### src/rtl/seq_pkg.sv
package seq_pkg;
  // Round a time in ns up to whole clock ticks.
  function automatic int ns_to_ticks(input int ns, input int clk_ns);
    return (ns + clk_ns - 1) / clk_ns;
  endfunction
endpackage

### src/rtl/seq_timer.sv
module seq_timer #(
  parameter int N_CH  = 8,
  parameter int DLY_W = 16,
  parameter int CW    = 18,
  parameter int LAT   = 9,
  parameter int TAIL  = 3
) (
  input  logic                    clk,
  input  logic                    rst,
  input  logic                    start_i,
  input  logic [N_CH*DLY_W-1:0]   dly_i,
  output logic                    busy_o,
  output logic                    run_nxt_o,
  output logic [CW-1:0]           cnt_nxt_o,
  output logic [N_CH*DLY_W-1:0]   dly_q_o
);
  logic                  busy_q, busy_n;
  logic [CW-1:0]         cnt_q, cnt_n, end_q;
  logic [DLY_W-1:0]      dmax;
  logic [N_CH*DLY_W-1:0] dly_q;
  logic                  accept;

  assign accept = start_i && !busy_q;

  // Largest programmed delay among the incoming values.
  always_comb begin
    dmax = '0;
    for (int i = 0; i < N_CH; i++) begin
      if (dly_i[i*DLY_W +: DLY_W] > dmax) dmax = dly_i[i*DLY_W +: DLY_W];
    end
  end

  // Value the counter and busy flag take at the coming edge.
  always_comb begin
    cnt_n  = cnt_q;
    busy_n = busy_q;
    if (busy_q) begin
      cnt_n  = cnt_q + CW'(1);
      busy_n = (cnt_n != end_q);
    end else if (start_i) begin
      cnt_n  = '0;
      busy_n = 1'b1;
    end
  end

  always_ff @(posedge clk) begin
    if (rst) begin
      busy_q <= 1'b0;
      cnt_q  <= '0;
      end_q  <= '0;
      dly_q  <= '0;
    end else begin
      busy_q <= busy_n;
      cnt_q  <= cnt_n;
      if (accept) begin
        dly_q <= dly_i;
        end_q <= CW'(LAT) + CW'(dmax) + CW'(TAIL);
      end
    end
  end

  assign busy_o    = busy_q;
  assign run_nxt_o = busy_n && (cnt_n >= CW'(LAT));
  assign cnt_nxt_o = cnt_n;
  assign dly_q_o   = dly_q;

  AST_NO_RESTART: assert property (@(posedge clk) disable iff (rst)
    busy_q |=> (!busy_q || cnt_q == $past(cnt_q) + CW'(1)));
  AST_DLY_HELD: assert property (@(posedge clk) disable iff (rst)
    busy_q |=> (!busy_q || dly_q == $past(dly_q)));
endmodule

### src/rtl/seq_chan.sv
module seq_chan #(
  parameter int DLY_W = 16,
  parameter int CW    = 18,
  parameter int LAT   = 9,
  parameter int HV    = 10
) (
  input  logic             clk,
  input  logic             rst,
  input  logic             run_i,
  input  logic [CW-1:0]    cnt_i,
  input  logic [DLY_W-1:0] dly_i,
  input  logic             inh_i,
  output logic             ge_o,
  output logic             step_o,
  output logic             hv_o
);
  logic [CW-1:0] t_on;
  logic          hv_w;

  assign t_on = CW'(LAT) + CW'(dly_i);
  assign ge_o = run_i && (cnt_i >= t_on);
  assign hv_w = ge_o && (cnt_i < t_on + CW'(HV));

  always_ff @(posedge clk) begin
    if (rst) begin
      step_o <= 1'b0;
      hv_o   <= 1'b0;
    end else begin
      step_o <= ge_o && !inh_i;
      hv_o   <= hv_w && !inh_i;
    end
  end

  AST_HV_IN_STEP: assert property (@(posedge clk) disable iff (rst)
    hv_o |-> step_o);
endmodule

### src/rtl/seq_pair.sv
module seq_pair #(
  parameter int NP = 4
) (
  input  logic          clk,
  input  logic          rst,
  input  logic [2*NP-1:0] ge_i,
  input  logic [NP-1:0] pol_i,
  input  logic          inh_i,
  output logic [NP-1:0] act_n_o,
  output logic [NP-1:0] pair_o
);
  generate
    for (genvar p = 0; p < NP; p++) begin : g_pair
      // Active from the first edge until the second edge is reached.
      assign act_n_o[p] = ge_i[2*p] && !ge_i[2*p+1] && !inh_i;
      always_ff @(posedge clk) begin
        if (rst) pair_o[p] <= pol_i[p];
        else     pair_o[p] <= act_n_o[p] ^ pol_i[p];
      end
    end
  endgenerate

  AST_INH_IDLE: assert property (@(posedge clk) disable iff (rst)
    inh_i |=> (pair_o == $past(pol_i)));
endmodule

### src/rtl/seq_comb.sv
module seq_comb #(
  parameter int NP = 4
) (
  input  logic          clk,
  input  logic          rst,
  input  logic [NP-1:0] act_i,
  output logic [3:0]    comb_o
);
  logic [3:0] comb_n;

  assign comb_n[0] = |act_i[1:0];
  assign comb_n[1] = |act_i[3:2];
  assign comb_n[2] = |act_i[2:0];
  assign comb_n[3] = |act_i[NP-1:0];

  always_ff @(posedge clk) begin
    if (rst) comb_o <= '0;
    else     comb_o <= comb_n;
  end

  AST_COMB_NEST2: assert property (@(posedge clk) disable iff (rst)
    comb_o[0] |-> comb_o[2]);
  AST_COMB_NEST3: assert property (@(posedge clk) disable iff (rst)
    (comb_o[1] || comb_o[2]) |-> comb_o[3]);
endmodule

### src/rtl/delay_sequencer.sv
module delay_sequencer #(
  parameter int N_CH    = 8,
  parameter int DLY_W   = 16,
  parameter int CLK_NS  = 10,
  parameter int LAT_NS  = 85,
  parameter int TAIL_NS = 25,
  parameter int HV_NS   = 100
) (
  input  logic                  clk,
  input  logic                  rst,
  input  logic                  start_i,
  input  logic [N_CH*DLY_W-1:0] dly_i,
  input  logic [N_CH/2-1:0]     pol_i,
  input  logic                  inhibit_i,
  output logic                  busy_o,
  output logic                  t0_o,
  output logic [N_CH/2-1:0]     pair_o,
  output logic [N_CH-1:0]       step_o,
  output logic [N_CH-1:0]       hv_o,
  output logic [3:0]            comb_o
);
  import seq_pkg::*;

  localparam int NP   = N_CH / 2;
  localparam int CW   = DLY_W + 2;
  localparam int LAT  = ns_to_ticks(LAT_NS, CLK_NS);
  localparam int TAIL = ns_to_ticks(TAIL_NS, CLK_NS);
  localparam int HV   = ns_to_ticks(HV_NS, CLK_NS);

  logic                  run_nxt;
  logic [CW-1:0]         cnt_nxt;
  logic [N_CH*DLY_W-1:0] dly_q;
  logic [N_CH-1:0]       ge;
  logic [NP-1:0]         act_n;

  seq_timer #(.N_CH(N_CH), .DLY_W(DLY_W), .CW(CW), .LAT(LAT), .TAIL(TAIL)) u_timer (
    .clk(clk), .rst(rst), .start_i(start_i), .dly_i(dly_i),
    .busy_o(busy_o), .run_nxt_o(run_nxt), .cnt_nxt_o(cnt_nxt), .dly_q_o(dly_q)
  );

  generate
    for (genvar i = 0; i < N_CH; i++) begin : g_chan
      seq_chan #(.DLY_W(DLY_W), .CW(CW), .LAT(LAT), .HV(HV)) u_chan (
        .clk(clk), .rst(rst), .run_i(run_nxt), .cnt_i(cnt_nxt),
        .dly_i(dly_q[i*DLY_W +: DLY_W]), .inh_i(inhibit_i),
        .ge_o(ge[i]), .step_o(step_o[i]), .hv_o(hv_o[i])
      );
    end
  endgenerate

  seq_pair #(.NP(NP)) u_pair (
    .clk(clk), .rst(rst), .ge_i(ge), .pol_i(pol_i), .inh_i(inhibit_i),
    .act_n_o(act_n), .pair_o(pair_o)
  );

  seq_comb #(.NP(NP)) u_comb (
    .clk(clk), .rst(rst), .act_i(act_n), .comb_o(comb_o)
  );

  always_ff @(posedge clk) begin
    if (rst) t0_o <= 1'b0;
    else     t0_o <= run_nxt;
  end

  AST_T0_IN_BUSY: assert property (@(posedge clk) disable iff (rst)
    t0_o |-> busy_o);
  AST_END_CLEAR: assert property (@(posedge clk) disable iff (rst)
    $fell(busy_o) |-> (!t0_o && step_o == '0 && hv_o == '0));
  AST_IDLE_QUIET: assert property (@(posedge clk) disable iff (rst)
    !busy_o |-> (comb_o == '0 && step_o == '0));
endmodule

### config.mk
export PLATFORM = sky130hd
export DESIGN_NAME = delay_sequencer
export DESIGN_NICKNAME = d
export VERILOG_FILES = /design/src/rtl/seq_pkg.sv /design/src/rtl/seq_timer.sv /design/src/rtl/seq_chan.sv /design/src/rtl/seq_pair.sv /design/src/rtl/seq_comb.sv /design/src/rtl/delay_sequencer.sv
export SDC_FILE = /design/constraint.sdc
export NUM_CORES = 1
export LEC_CHECK = 0
export BUFFER_PORTS_ARGS = -buffer_cell sky130_fd_sc_hd__buf_2
export CORE_UTILIZATION = 46
export DETAILED_ROUTE_END_ITERATION = 8
export PLACE_DENSITY = 0.65
export RECOVER_POWER = 100
export SKIP_CTS_REPAIR_TIMING = 1
export SYNTH_ARGS = -nofsm -noshare
export SYNTH_HDL_FRONTEND = slang
export SYNTH_SLANG_ARGS = --single-unit
### constraint.sdc
create_clock -name clk -period 27.6 [get_ports clk]
set_input_delay 4.14 -clock clk [delete_from_list [all_inputs] [get_ports clk]]
set_output_delay 4.14 -clock clk [all_outputs]
set_load 0.005 [all_outputs]
==> results of run 1 <==
flip-flops by register name, summed over array words and instances, names as in the netlist:
signal                count
u_timer.dly_q_o         128
u_timer.end_q            18
g_chan.u_chan.hv_o        8
t0_o                      1
u_comb.comb_o             4
u_timer.cnt_q            18
u_pair.pair_o             4
u_timer.busy_o            1
g_chan.u_chan.step_o      8
Yosys cell counts (4+ instances only):
| master | n |
|---|---|
| a211oi_1 | 17 |
| a21boi_0 | 12 |
| a21o_1 | 44 |
| a21oi_1 | 290 |
| a22o_1 | 11 |
| a22oi_1 | 11 |
| a31oi_1 | 16 |
| a41o_1 | 6 |
| and2_1 | 16 |
| and3_1 | 34 |
| buf_1 | 8 |
| buf_4 | 17 |
| clkbuf_1 | 68 |
| dfxtp_1 | 190 |
| ha_1 | 395 |
| inv_1 | 156 |
| mux2_2 | 32 |
| mux2i_1 | 36 |
| nand2_1 | 370 |
| nand2b_1 | 73 |
| nand3_1 | 67 |
| nand3b_1 | 11 |
| nand4_1 | 41 |
| nor2_1 | 144 |
| nor2b_1 | 96 |
| nor3_1 | 37 |
| nor3b_1 | 8 |
| nor4_1 | 17 |
| o2111ai_1 | 5 |
| o21a_1 | 31 |
| o21ai_0 | 115 |
| o21ai_1 | 4 |
| o22ai_1 | 4 |
| o31ai_1 | 5 |
| or2_2 | 6 |
| or3_1 | 28 |
| xnor2_1 | 160 |
| xor2_1 | 120 |
power by group:
part,switching [uW],internal [uW],leakage [uW]
sequential,21.0,293,0.00155
combinational,627,396,0.00865
clock,131,131,0.000304
total,778,820,0.0105
final cells by class:
cell class	count	area, sq um	area share
Multi-Input combinational cell	2344	16800	0.714
Clock inverter	15	186	0.00792
Timing Repair Buffer	187	958	0.0407
Inverter	158	593	0.0252
Antenna cell	1	2.50	0.000106
Clock buffer	17	425	0.0181
Sequential cell	190	3800	0.162
Tap cell	607	759	0.0323
stage by stage:
step / std cells / setup WS (ns)
floorplan: 2789 / 4.41
detailed placement: 3486 / 2.46
CTS: 3518 / 2.92
global placement: 3486 / 2.88
global route: 3519 / 0.412
finish: 3519 / 2.36
logic make-up (layout without fill, tap and decap cells):
logic type      count (synthesis)  after routing  synth area share
fa+ha+maj                     395            395             0.229
buf+inv                       255            377            0.0480
mux                            73             73            0.0366
flops                         190            190             0.176
compound gates                615            615             0.174
other cells                     1              9          0.000173
xor+xnor                      281            281             0.114
simple gates                  972            972             0.222
worst max path at each step:
stage,start,endpoint,slack [ns],cells after the start
finish,dly_i[5],u_timer.end_q[15],2.36,99
global route,dly_i[1],u_timer.end_q[15],0.41,102
CTS,dly_i[1],u_timer.end_q[15],2.92,101
detailed placement,dly_i[1],u_timer.end_q[15],2.46,101
global placement,dly_i[1],u_timer.end_q[15],2.88,101
floorplan,dly_i[1],u_timer.end_q[15],4.41,109
layer usage:
layer  vias to the layer above  track usage  wire [microns]
met5                         -            0              13
met4                         2        0.110            2250
met3                       141       0.0459            3930
met2                       566        0.444           29300
met1                      9267        0.384           31500
li1                       9955            -               -
worst register-to-register path, cell delays in order, from the launching register on:
cell and delay (ns):
dfxtp_1 0.33, clkbuf_1 0.91, a22oi_1 0.34, inv_1 0.12, clkbuf_1 0.99, ha_1 0.32
a21oi_1 0.05, o21a_1 0.17, o21a_1 0.17, o21ai_0 0.15, nand2b_1 0.07, a21o_1 0.18
a21o_1 0.17, a21oi_1 0.14, nor2b_1 0.06, o21a_1 0.16, o21a_1 0.16, o21ai_0 0.15
nand2b_1 0.07, a21oi_1 0.14, nor2b_1 0.06, o21ai_0 0.16, nand2b_1 0.07, a21oi_1 0.15
nor2b_1 0.06, o31ai_1 0.71, or2_2 0.29, nand4_1 0.08
==> run metrics, run 1 <==
Hold Path Stages=2; worst slew pin tran=4.41 ns; clock sinks=190; CTS tree=yes; nets@finish=between 3000 and 4000; RSZ-0062 raised after global routing=false; post-route clock period utilization=0.914; Hold Path Sink=u_timer.end_q[3]; setup violators final=0; synthesized flop and latch total=190; pins over their slew limit=168; GRT Total Usage=0.282; Starting Density=0.465; WP buf/inv=7; final RePlAce weighted congestion=between 0.9 and 1; CP top delay family=simple AND/OR/NAND/NOR gates; YS warnings=0; most frequent cells in the layout=ha_1 (395), nand2_1 (370), a21oi_1 (289); most common cell after layout, fill and taps aside=ha_1; pwr dens=just under 70 mW/mm^2; clock tree buffer depth=2; Util after Layout=0.507; Iteration-0 DRC Markers=1489; aggregate global routing overflow=0; VDD IR max=0.0000947 V; Primary FF master, synth=dfxtp_1; H-Tree Depth=4; WL/cell=19.0 microns; clk root buf=clkbuf_16; Rows=79; hold_sp=u_timer.end_q[3]; fillers=between 4000 and 5000; status=finished with violations; Top Ports=162; DRC Markers=0; chip width=approximately 220 microns; post-synth top area cell=ha_1; count of final hold-check violations=0; Pleak=0.0105 uW; clock latency on the worst-skew pair=about 0.5 ns; IO Port Bufs=161; TNS Setup=0 ns; area grow syn2layout=8.87%; CP Class=input pin to flip-flop; via count=19900; Final Critical Period=roughly 25 ns; Placed Area=~0.023 sq mm; Critical-path top delay cell=nor2_1; crit-path most repeated cell=a21oi_1; Synth top area share=0.229; Worst EP arrival=25.58 ns; Startpoint Class=input pin; Cell Area, Synth=0.0216 sq mm; DR pass1 iterations=5; Synth cell types=90; Worst Skew=0.0151 ns; CP max stage delay=0.94 ns; CP max FO=27; Reg2Reg Depth=27; Worst-path clk slew=0.08 ns; layout cells sized above 1=0.0931; DIE AREA=roughly 0.048 sq mm; worst hold slack=0.471 ns; vias in the first global route=18800; sequential fraction of the synthesis area=0.176; hold crit path type=flip-flop to flip-flop; Die H=219 microns; number of synthesized flops with an enable pin=0; HPWL Detailed=53.4 mm; CTS Buf Count=17; Async SR Flop Fraction=0; number of antenna violations at the first check in global routing=2; routed wire length=about 67 mm; Reg2Reg Capture Point=u_comb.comb_o[3]; Via density=5.66; Reg2Reg Setup Slack=about 21 ns; fmax=39.6 MHz; Slew headroom=-1.94; Pwr Total=1600 uW; design area=0.0235 sq mm; Mapped Cells=2782; Critical Path RT=about 28 ns; Crit. End Element=flip-flop; Max-Cap Viols=2; Critical R2R Launch=u_timer.busy_o; antenna viol nets, final=0; synthesized area per cell=7.77 sq um; failing checks=max-capacitance violations, max-slew violations; largest net degree at the start of global routing=around 110; global-route wire length before repair=104 mm; Area contributors post-synth=ha_1 (23%), dfxtp_1 (18%), a21oi_1 (6.7%); core area=0.0465 sq mm
Note: power is estimated with default switching activity, not from simulation.
==> run 2, diff against run 1 <==
--- a/config.mk
+++ b/config.mk
@@ -6,6 +6,7 @@
 export NUM_CORES = 1
 export LEC_CHECK = 0
 export BUFFER_PORTS_ARGS = -buffer_cell sky130_fd_sc_hd__buf_2
+export CORE_ASPECT_RATIO = 2
 export CORE_UTILIZATION = 46
 export DETAILED_ROUTE_END_ITERATION = 8
 export PLACE_DENSITY = 0.65
==> run 2 against run 1 <==
The run still ends with max-capacitance violations, max-slew violations left; core utilization is essentially flat; cell count grew 0.60%; die area grew 0.11%; clock skew shrank 0.0076 ns; hold slack gained 0.0023 ns; via count grew 2.8%; worst setup slack gained 0.018 ns; count of clock-buffer cells in the layout grew 3; sequential share of layout area is essentially flat; total power grew 1.5%; register-to-register slack gained 0.02 ns; largest power group unchanged.
==> run metrics, run 2 (synthesis gave the netlist of run 1 again) <==
area grow syn2layout=9.01% (was 8.87%); CP max stage delay=0.98 ns (was 0.94 ns); CTS tree=yes (unchanged); most frequent cells in the layout=ha_1 (395), nand2_1 (370), a21oi_1 (289) (unchanged); Slew headroom=-2.04 (was -1.94); pins over their slew limit=168 (unchanged); antenna viol nets, final=0 (unchanged); Critical Path RT=27.92 ns (was 27.95 ns); Reg2Reg Depth=26 (was 27); CP Class=input pin to flip-flop (unchanged); crit path capture=u_timer.end_q[15] (unchanged); global-route wire length before repair=112 mm (was 104 mm); sw power=794 uW (was 778 uW); IO Port Bufs=161 (unchanged); Startpoint Class=input pin (unchanged); Reg2Reg Capture Point=u_comb.comb_o[3] (unchanged); TNS Setup=0 ns (unchanged); pwr dens=68.8 mW/mm^2 (was 67.9 mW/mm^2); failing checks=max-capacitance violations, max-slew violations (unchanged); clk root buf=clkbuf_16 (unchanged); setup slack at placement=2.64 ns (was 2.46 ns); Reg2Reg Setup Slack=21.06 ns (was 21.04 ns); Die H=309 microns (was 219 microns); chip width=155 microns (was 219 microns); count of final hold-check violations=0 (unchanged); worst setup path start=dly_i[14] (was dly_i[5]); worst slew pin tran=4.56 ns (was 4.41 ns); diode count=0 (was 1); Iteration-0 DRC Markers=1024 (was 1489); vias in the first global route=20700 (was 18800); Clock Power Share=0.160 (was 0.164); Top Ports=162 (unchanged); HPWL Detailed=60.1 mm (was 53.4 mm); DR pass1 iterations=5 (unchanged); Via density=5.79 (was 5.66); CP Depth=94 (was 99); sequential fraction of design power=0.194 (was 0.197); WL/cell=20.8 microns (was 19.0 microns); Worst-path clk slew=0.08 ns (about the same); Pwr Total=1620 uW (was 1600 uW); RSZ-0062 raised after global routing=false (unchanged); Crit. End Element=flip-flop (unchanged); Internal=829 uW (was 820 uW); H-Tree Depth=4 (unchanged); Pleak=0.0105 uW (about the same); core area=0.0465 sq mm (about the same); switching portion of total power=0.489 (was 0.487); VDD IR max=0.0000983 V (was 0.0000947 V); CP top delay family=compound AO/OA/AOI/OAI gates (was simple AND/OR/NAND/NOR gates); largest net degree at the start of global routing=99 (was 112); GRT Total Usage=0.311 (was 0.282); routed wire length=73.6 mm (was 67.0 mm); clock sinks=190 (unchanged); layout cells sized above 1=0.0934 (was 0.0931); Rows=112 (was 79); setup violators final=0 (unchanged); aggregate global routing overflow=0 (unchanged); Worst Skew=0.00753 ns (was 0.0151 ns); Starting Density=0.465 (about the same); Max-Cap Viols=2 (unchanged); Worst EP arrival=25.54 ns (was 25.58 ns); final RePlAce weighted congestion=0.979 (was 0.943); post-route clock period utilization=0.914 (about the same); CP max FO=27 (unchanged); fmax=39.7 MHz (was 39.6 MHz); Final Critical Period=25.22 ns (was 25.24 ns); clock latency on the worst-skew pair=0.48 ns (was 0.49 ns); hold crit path type=flip-flop to flip-flop (unchanged); Critical-path top delay cell=or2_0 (was nor2_1); Final Worst Setup Slack=2.38 ns (was 2.36 ns); via count=20500 (was 19900); worst hold slack=0.473 ns (was 0.471 ns); clock tree buffer depth=2 (unchanged); nets@finish=3431 (was 3429); most common cell after layout, fill and taps aside=ha_1 (unchanged); CTS Buf Count=17 (unchanged); Gate power share=0.647 (was 0.639); Critical R2R Launch=u_timer.busy_o (unchanged); DRC Markers=0 (unchanged); status=finished with violations (unchanged); DIE AREA=0.0479 sq mm (about the same); number of antenna violations at the first check in global routing=2 (unchanged); WP buf/inv=8 (was 7); max FFs per register=128 (unchanged)
run 2: cell count changes in the layout (fill, tap and decap cells not counted), sizes merged:
cell	previous run	this run
inv	168	167
clkinv	4	2
buf	163	165
diode	1	0
clkbuf	41	44
run 2: metrics by stage:
step	cell area, sq um	util	instances
2_1_floorplan	21600	-	2789
3_3_place_gp	23000	0.495	3508
3_5_place_dp	23000	0.495	3508
4_1_cts	23600	0.507	3540
5_1_grt	23600	0.507	3540
6_report	23600	0.507	3540
run 2: worst min-delay path by stage:
stage / startpoint / end / slack, ns / depth (start not counted)
6_report: u_timer.end_q[6] / u_timer.end_q[6] / 0.47 / 2
4_1_cts: u_timer.end_q[6] / u_timer.end_q[6] / 0.47 / 2
3_3_place_gp: u_timer.end_q[9] / u_timer.end_q[9] / 0.46 / 2
2_1_floorplan: u_timer.end_q[5] / u_timer.end_q[5] / 0.44 / 2
5_1_grt: u_timer.dly_q_o[110] / u_timer.dly_q_o[110] / 0.50 / 2
3_5_place_dp: u_timer.end_q[6] / u_timer.end_q[6] / 0.46 / 2
run 2: metal layers:
layer  track usage  vias to the layer above  wire length (microns)
li1              -                     9970                      -
met5             0                        -                     16
met3        0.0370                      279                   2560
met2         0.603                      594                  39000
met1         0.274                     9645                  24800
met4         0.284                        2                   7300
run 2: power by group through the flow:
stage | combinational (uW) | sequential, uW | clock (uW)
floorplan | 779 | 313 | 0
global placement | 1010 | 319 | 0
detailed placement | 1030 | 320 | 0
CTS | 1040 | 314 | 264
global route | 1140 | 316 | 272
finish | 1050 | 314 | 259
run 2: layout make-up:
type                            instances  area (sq um)
Clock inverter                         12           139
Timing Repair Buffer                  189           976
Inverter                              158           593
Clock buffer                           20           447
Multi-Input combinational cell       2344         16800
Sequential cell                       190          3800
Tap cell                              627           785
Fill cell                            4705         23000
run 2: worst min-delay path: cells and delay by family, from the launching register on:
kind	cells	cell delay, ns
simple gates	1	0.06
flops	1	0.33
compound gates	1	0.05
